### src/rtl/cs_region_decode.sv
module cs_region_decode #(
  parameter int ADDR_W   = 32,
  parameter int SIZE_W   = 16,
  parameter int KB_SHIFT = 10
) (
  input  logic              clk,
  input  logic              rst_n,
  input  logic              cfg_we,
  input  logic [1:0]        cfg_sel,
  input  logic [SIZE_W-1:0] cfg_size,
  input  logic              req_valid,
  input  logic [ADDR_W-1:0] req_addr,
  output logic              rsp_valid,
  output logic              rsp_err,
  output logic [1:0]        rsp_cs,
  output logic [3:0]        rsp_sel,
  output logic [ADDR_W-1:0] rsp_offset
);
  localparam int NCS   = 4;
  localparam int BYT_W = SIZE_W + KB_SHIFT;
  localparam int EXT_W = ((BYT_W > ADDR_W) ? BYT_W : ADDR_W) + 2;

  logic [NCS-1:0][SIZE_W-1:0] size_q;
  logic [NCS:0][EXT_W-1:0]    bound;
  logic [NCS-1:0]             below;
  logic [EXT_W-1:0]           addr_x;
  logic [1:0]                 idx;
  logic                       hit;

  assign addr_x   = EXT_W'(req_addr);
  assign bound[0] = '0;

  for (genvar g = 0; g < NCS; g++) begin : g_region
    always_ff @(posedge clk) begin
      if (!rst_n)                             size_q[g] <= '0;
      else if (cfg_we && cfg_sel == 2'(g))    size_q[g] <= cfg_size;
    end
    assign bound[g+1] = bound[g] + (EXT_W'(size_q[g]) << KB_SHIFT);
    assign below[g]   = addr_x < bound[g+1];
  end

  assign hit = |below;

  always_comb begin
    idx = 2'd0;
    for (int i = NCS - 1; i >= 0; i--)
      if (below[i]) idx = 2'(i);
  end

  always_ff @(posedge clk) begin
    if (!rst_n) begin
      rsp_valid  <= 1'b0;
      rsp_err    <= 1'b0;
      rsp_cs     <= '0;
      rsp_sel    <= '0;
      rsp_offset <= '0;
    end else begin
      rsp_valid <= req_valid;
      if (req_valid) begin
        rsp_err    <= !hit;
        rsp_cs     <= hit ? idx : 2'd0;
        rsp_sel    <= hit ? (4'b0001 << idx) : 4'b0000;
        rsp_offset <= hit ? ADDR_W'(addr_x - bound[idx]) : '0;
      end
    end
  end
endmodule


### config.mk
export PLATFORM = sky130hd
export DESIGN_NAME = cs_region_decode
export DESIGN_NICKNAME = d
export VERILOG_FILES = /design/src/rtl/cs_region_decode.sv
export SDC_FILE = /design/constraint.sdc
export NUM_CORES = 1
export LEC_CHECK = 0
export BUFFER_PORTS_ARGS = -buffer_cell sky130_fd_sc_hd__clkbuf_2
export CAP_MARGIN = 30
export CORE_UTILIZATION = 55
export CTS_CLUSTER_DIAMETER = 200
export DETAILED_ROUTE_END_ITERATION = 10
export GPL_TIMING_DRIVEN = 0
export HOLD_SLACK_MARGIN = 0.05
export PLACE_DENSITY = 0.79
export SLEW_MARGIN = 15
export SYNTH_ARGS = -nofsm -noshare
export SYNTH_HDL_FRONTEND = slang
export SYNTH_SLANG_ARGS = --single-unit
export TNS_END_PERCENT = 50
### constraint.sdc
create_clock -name clk -period 8.99 [get_ports clk]
set_input_delay 1.798 -clock clk [delete_from_list [all_inputs] [get_ports clk]]
set_output_delay 1.798 -clock clk [all_outputs]
set_load 0.01 [all_outputs]
### Word level (Yosys, flattened, before mapping)

Cells that the tools add are included.

* register bits after elaboration: 104
* input bits: 54
* output and inout bits: 40
* logic and storage cells: 38

* add/sub/neg operators: 4
* magnitude comparators: 5
* equal/unequal tests: 3
* shift operators: 1
* multiplexer cells: 9
* reductions and logical operators: 7

Operator list (number)
* $bmux 34 s2: 1
* $mux 32: 2
* $lt 32x26->1: 1
* $lt 32x27->1: 1
* $lt 32x28->1: 1
* $lt 32x29->1: 1
* $sub 32x32->32: 1
* $add 28x26->29: 1
* $add 27x26->28: 1
* $add 26x26->27: 1
* $mux 2: 5
* $eq 2x2->1 const B: 2
* $logic_and 1x1->1: 4
* $lt 2x4->1 const B: 1
* $mux 4: 1
* $reduce_or 4->1: 1
* $shl 1x2->4 const A: 1
* $eq 2x1->1 const B: 1
* $logic_not 2->1: 1
* $logic_not 1->1: 1

### Depth between registers and ports, before layout

* word-level depth: 12
* gate-level depth with buffers: 45
* mapped depth without buffers: 44

### Worst setup path after synthesis

OpenSTA, ideal clock, no wires.

* path type: register to register
* start: reg size_q[0] (netlist name)
* end: reg rsp_offset[23]
* setup time: 0.117 ns
* arrival time: 7.928 ns
* data required time: 8.873 ns
* setup slack: 0.945 ns
* cell stages (with the launch flop): 42
* path buffers: 0
* period minus slack after synthesis: 8.045 ns
* cell sequence: dfxtp_1 > ha_1 > inv_1 > fa_1 > nor2b_1 > o31a_1 > o31a_1 > nor3_1 > o21bai_1 > a21oi_1 > xnor2_1 > ha_1 > a21o_1 > a21oi_1 > o21ai_0 > or2_2 > a21oi_1 > xnor2_1 > [6 not listed] > nand3_1 > a21oi_1 > o31ai_1 > nand3_1 > a211oi_4 > mux2i_1 > a22o_1 > inv_1 > ha_1 > nor2b_1 > o21a_1 > o21ai_0 > a21oi_1 > o211a_1 > o21a_1 > o21a_1 > or3_1 > a32o_1

* word-level cells in the longest chain between the ends: 12
* elaborated cells on any way between the ends: 16
* those cells by class: add/sub: 4; order compare: 4; mux: 7; reduce/logical: 1

Ends and longest elaborated chain
* start: declaration: line 23 `logic [NCS-1:0][SIZE_W-1:0] size_q;`
* start signal: indexed assignment: line 36 `else if (cfg_we && cfg_sel == 2'(g)) size_q[g] <= cfg_size;`
* $add 26x26->27: line 38 `assign bound[g+1] = bound[g] + (EXT_W'(size_q[g]) << KB_SHIFT);`
* $add 27x26->28: line 38
* $add 28x26->29: line 38
* $lt 32x29->1: line 39 `assign below[g] = addr_x < bound[g+1];`
* $mux 2 (4 in a row): line 47 `if (below[i]) idx = 2'(i);`
* $bmux 34 s2: line 63 `rsp_offset <= hit ? ADDR_W'(addr_x - bound[idx]) : '0;`
* $mux 32 (implied by the code): line 63
* $sub 32x32->32: line 63
* $mux 32 *: line 63
* end signal: assignment: line 63
* end: declaration: line 17 `output logic [ADDR_W-1:0] rsp_offset`

Mark *: on every way between the ends. The rest lies on a longest branch, timed or not. The select of a mux whose other input is x is not followed.
A chain may end at the register's enable or synchronous reset.

### Worst setup path in the final report

* start: reg size_q[0] (netlist name)
* end: reg rsp_offset[30]

Same word-level chain as after synthesis.

==> results.md <==
- Number of flops mapped to enable cells by yosys: 0
- Final hold vios: 0
- Layout Skew: between 0.01 and 0.015 ns
- Synth Area in XOR/XNOR: 5.019%
- Initial Util: between 50% and 60%
- Total CTS buffers: 9
- Worst Setup End Kind: flip-flop
- IO buf count: just over 90
- I/O pins: 94
- Crit path top cell by count: a21oi_2
- Syn nets: 1,278
- DIE HEIGHT: around 130 um
- Root Buffer Master: clkbuf_16
- Mean Syn Cell Area: 8.041 um2
- Simple-gate share of the synthesized area: 18.86%
- Post-route ant nets: 0
- WP data required: 9.25 ns
- CP Class: flip-flop to flip-flop
- GPL Wtd Cong: approximately 0.9
- Worst Hold Class: flip-flop to flip-flop
- CP Data Arrival Time: 8.96 ns
- Slew @ Worst Pin: 0.9004 ns
- Async S/R FF share, synth: 0%
- Worst setup path startpoint: size_q[0]
- First-pass GRT wire length: 36.91 mm
- Grt ovf: 0
- Max rail drop VDD: 0.09439 mV
- Vias/cell: between 5 and 6
- Place WS: -0.6386 ns
- Status: finished clean
- CORE AREA: ~0.015 mm2
- Design Power: 1.208 mW
- Leakage power: approximately 4.5 nW
- Yosys warns: 0
- Max-slew violation count: 0
- Setup TNS: 0 ns
- Netlist Area Pre-Place: 0.008725 mm2
- DP Wirelength: between 15 and 20 mm
- Worst-path fanout max: 4
- Reg2reg path depth: 44
- Critical R2R Capture: rsp_offset[30]
- First drt pass iteration count: 5
- Vias in the first global route: slightly below 8,000
- Layout area overhead: 18.54%
- Worst R2R Setup Slack: 0.29 ns
- Share of cells above drive strength 1: 18.23%
- Critical Path Source Type: flip-flop
- Synth area leaders: dfxtp_1, ha_1, nand2_1, a21boi_0, a21oi_1
- Max Cap Viol: 0
- Synth cell types: 73
- Worst-case clock buffer depth: 2
- Setup crit end: rsp_offset[30]
- DRT iter0 DRCs: 414
- Cell count along the critical path: 44
- Post-Synth Adder-Cell Area: 20.28%
- Crit path max-delay cell type: dfxtp_4
- Post-Synthesis Cells: 1,085
- Area of the multi-input gates: 0.006629 mm2
- Die X: 128.0 um
- Core Rows: 45
- Minimum clock period: 8.698 ns
- Drc violations: 0
- Routed via count: 8,327
- Largest family of logic cells by synthesized area: compound AO/OA/AOI/OAI gates
- Layout filler cell count: roughly 1,300
- Clock-pin slew on the worst setup and hold paths: 0.08 ns
- H-Tree Depth: 3
- Prevailing post-synth register cell: dfxtp_1
- PwrDens: 116.8 mW/mm2
- Routed WL: 23.48 mm
- Yosys top cell by area: dfxtp_1
- FF-to-FF Start: size_q[0]
- Slowest stage delay, CP: roughly 0.37 ns
- Final setup fails: 0
- Initial antenna violation count: 1
- Complex-gate fraction of the synthesized area: 26.40%
- Multiplexer share of the synthesized area: 1.162%
- Post-route setup slack: between 0.2 and 0.3 ns
- Top delay family on crit path: compound AO/OA/AOI/OAI gates
- Area fraction of the dominant cell type after synthesis: 23.86%
- CTS tree: done
- Tot GR Track Use: 28.68%
- Final period util: 96.75%
- # clock sinks: 104
- DR WL/cell: 16.43 um
- Yosys reg bits: 104
- Antenna cell count: 0
- Fmax achieved: 115.0 MHz
- Worst Path Buf+Inv: 4
- Maximum number of pins on one net before global-route repair: 21
- Worst-skew pair later-pin latency: 0.37 ns
- Nets: 1,406
- Slew HR: between 30% and 40%
- Seq/Total Area, Yosys: 23.86%
- Register area: 0.002090 mm2
- Hold buffers post-CTS: 0
- Die area: roughly 0.016 mm2
metrics by stage:
| step | area, um2 | cells | utilization [%] | hold WS [ns] |
|---|---|---|---|---|
| 2_1_floorplan | 8725 | 1085 | - | 0.4478 |
| 3_3_place_gp | 9444 | 1387 | 61.67 | 0.4305 |
| 3_5_place_dp | 9444 | 1387 | 61.67 | 0.4326 |
| 4_1_cts | 9906 | 1410 | 64.68 | 0.4444 |
| 5_1_grt | 10340 | 1429 | 67.53 | 0.4695 |
| 6_report | 10340 | 1429 | 67.53 | 0.4406 |
power by group:
| group | internal (mW) | switching [mW] |
|---|---|---|
| Sequential | 0.473 | 0.0114 |
| Combinational | 0.127 | 0.171 |
| Clock | 0.225 | 0.202 |
| Total | 0.824 | 0.384 |
cell usage in the layout (no fill, tap or decap), types with 4 or more instances in the layout:
cell type,synthesis,layout
nand3_1,17,16
buf_4,1,27
o21bai_1,6,5
or3_1,5,5
a21oi_2,0,13
nor2b_1,20,19
nand2_1,186,186
o21ai_0,37,26
clkbuf_1,28,28
xor2_1,21,18
a211o_1,4,4
clkbuf_16,0,9
nor3_1,20,17
a22o_1,14,14
and3_1,10,10
ha_2,0,5
xnor2_1,29,20
a31oi_1,7,4
nand2b_1,14,14
dfxtp_1,104,100
o211ai_1,9,9
o31a_1,5,5
nand4_1,10,10
or2_2,7,7
o31ai_1,5,4
o21ai_1,19,27
o21a_1,18,18
nor2_1,43,42
a22oi_1,10,10
inv_1,63,63
a21oi_1,55,42
a211oi_1,9,7
xnor2_2,0,9
ha_4,0,4
clkbuf_2,0,91
a21boi_0,69,68
and2_1,4,4
a21o_1,29,29
mux2i_1,9,9
ha_1,135,126
worst min path at each step:
stage                   start        endpoint  slack (ns)  cells past startpoint
6_report       rsp_offset[31]  rsp_offset[31]        0.44                      2
2_1_floorplan      size_q[16]      size_q[16]        0.45                      2
4_1_cts        rsp_offset[31]  rsp_offset[31]        0.44                      2
3_5_place_dp   rsp_offset[31]  rsp_offset[31]        0.43                      2
5_1_grt        rsp_offset[10]  rsp_offset[10]        0.47                      2
3_3_place_gp   rsp_offset[31]  rsp_offset[31]        0.43                      2
cell type report:
class | instances | share of cell area, %
flip-flops and latches | 104 | 20.20
inverters | 64 | 2.323
plain buffers | 33 | 1.428
well taps | 211 | 2.553
multi-input cells | 884 | 64.09
clock inverters | 7 | 0.9315
clock buffers | 9 | 2.178
repair buffers | 117 | 6.291
tightest hold or removal path: cells and delay by family, from the launching register on:
family / cells / cell delay, ns
flip-flops: 1 / 0.31
AND/OR/NAND/NOR: 2 / 0.09
per-layer routing:
metal / wire length (um) / vias to the layer above / GRT usage, %
li1: - / 4145 / -
met1: 10740 / 3889 / 36.34
met2: 10930 / 251 / 49.94
met3: 1164 / 42 / 3.088
met4: 647 / 0 / 10.93
met5: 0 / - / 0
state kept, by name, summed over array words and instances, names as in the netlist:
register,count
rsp_cs,2
rsp_err,1
rsp_offset,32
rsp_sel,4
rsp_valid,1
size_q,64
repair_timing:
action,4_1_cts,5_1_grt
pin swaps,6,28
endpoints found under the setup margin,15,16
setup buffers,7,19
gates resized for setup,17,66
cell usage after synthesis, types with 4 or more instances:
cell        n
nand2_1   186
ha_1      135
dfxtp_1   104
a21boi_0   69
inv_1      63
a21oi_1    55
nor2_1     43
o21ai_0    37
a21o_1     29
xnor2_1    29
clkbuf_1   28
xor2_1     21
nor2b_1    20
nor3_1     20
o21ai_1    19
o21a_1     18
nand3_1    17
a22o_1     14
nand2b_1   14
a22oi_1    10
and3_1     10
nand4_1    10
a211oi_1    9
mux2i_1     9
o211ai_1    9
a31oi_1     7
or2_2       7
o21bai_1    6
o31a_1      5
o31ai_1     5
or3_1       5
a211o_1     4
and2_1      4
fa_1        4
logic make-up (layout without fill, tap and decap cells):
kind of cell	Yosys count	count (layout)
flops	104	104
mux	10	10
buf+inv	97	230
xor+xnor	50	50
fa+ha+maj	139	139
simple gates	355	355
compound gates	330	330
Power figures use the tool's default switching activity.
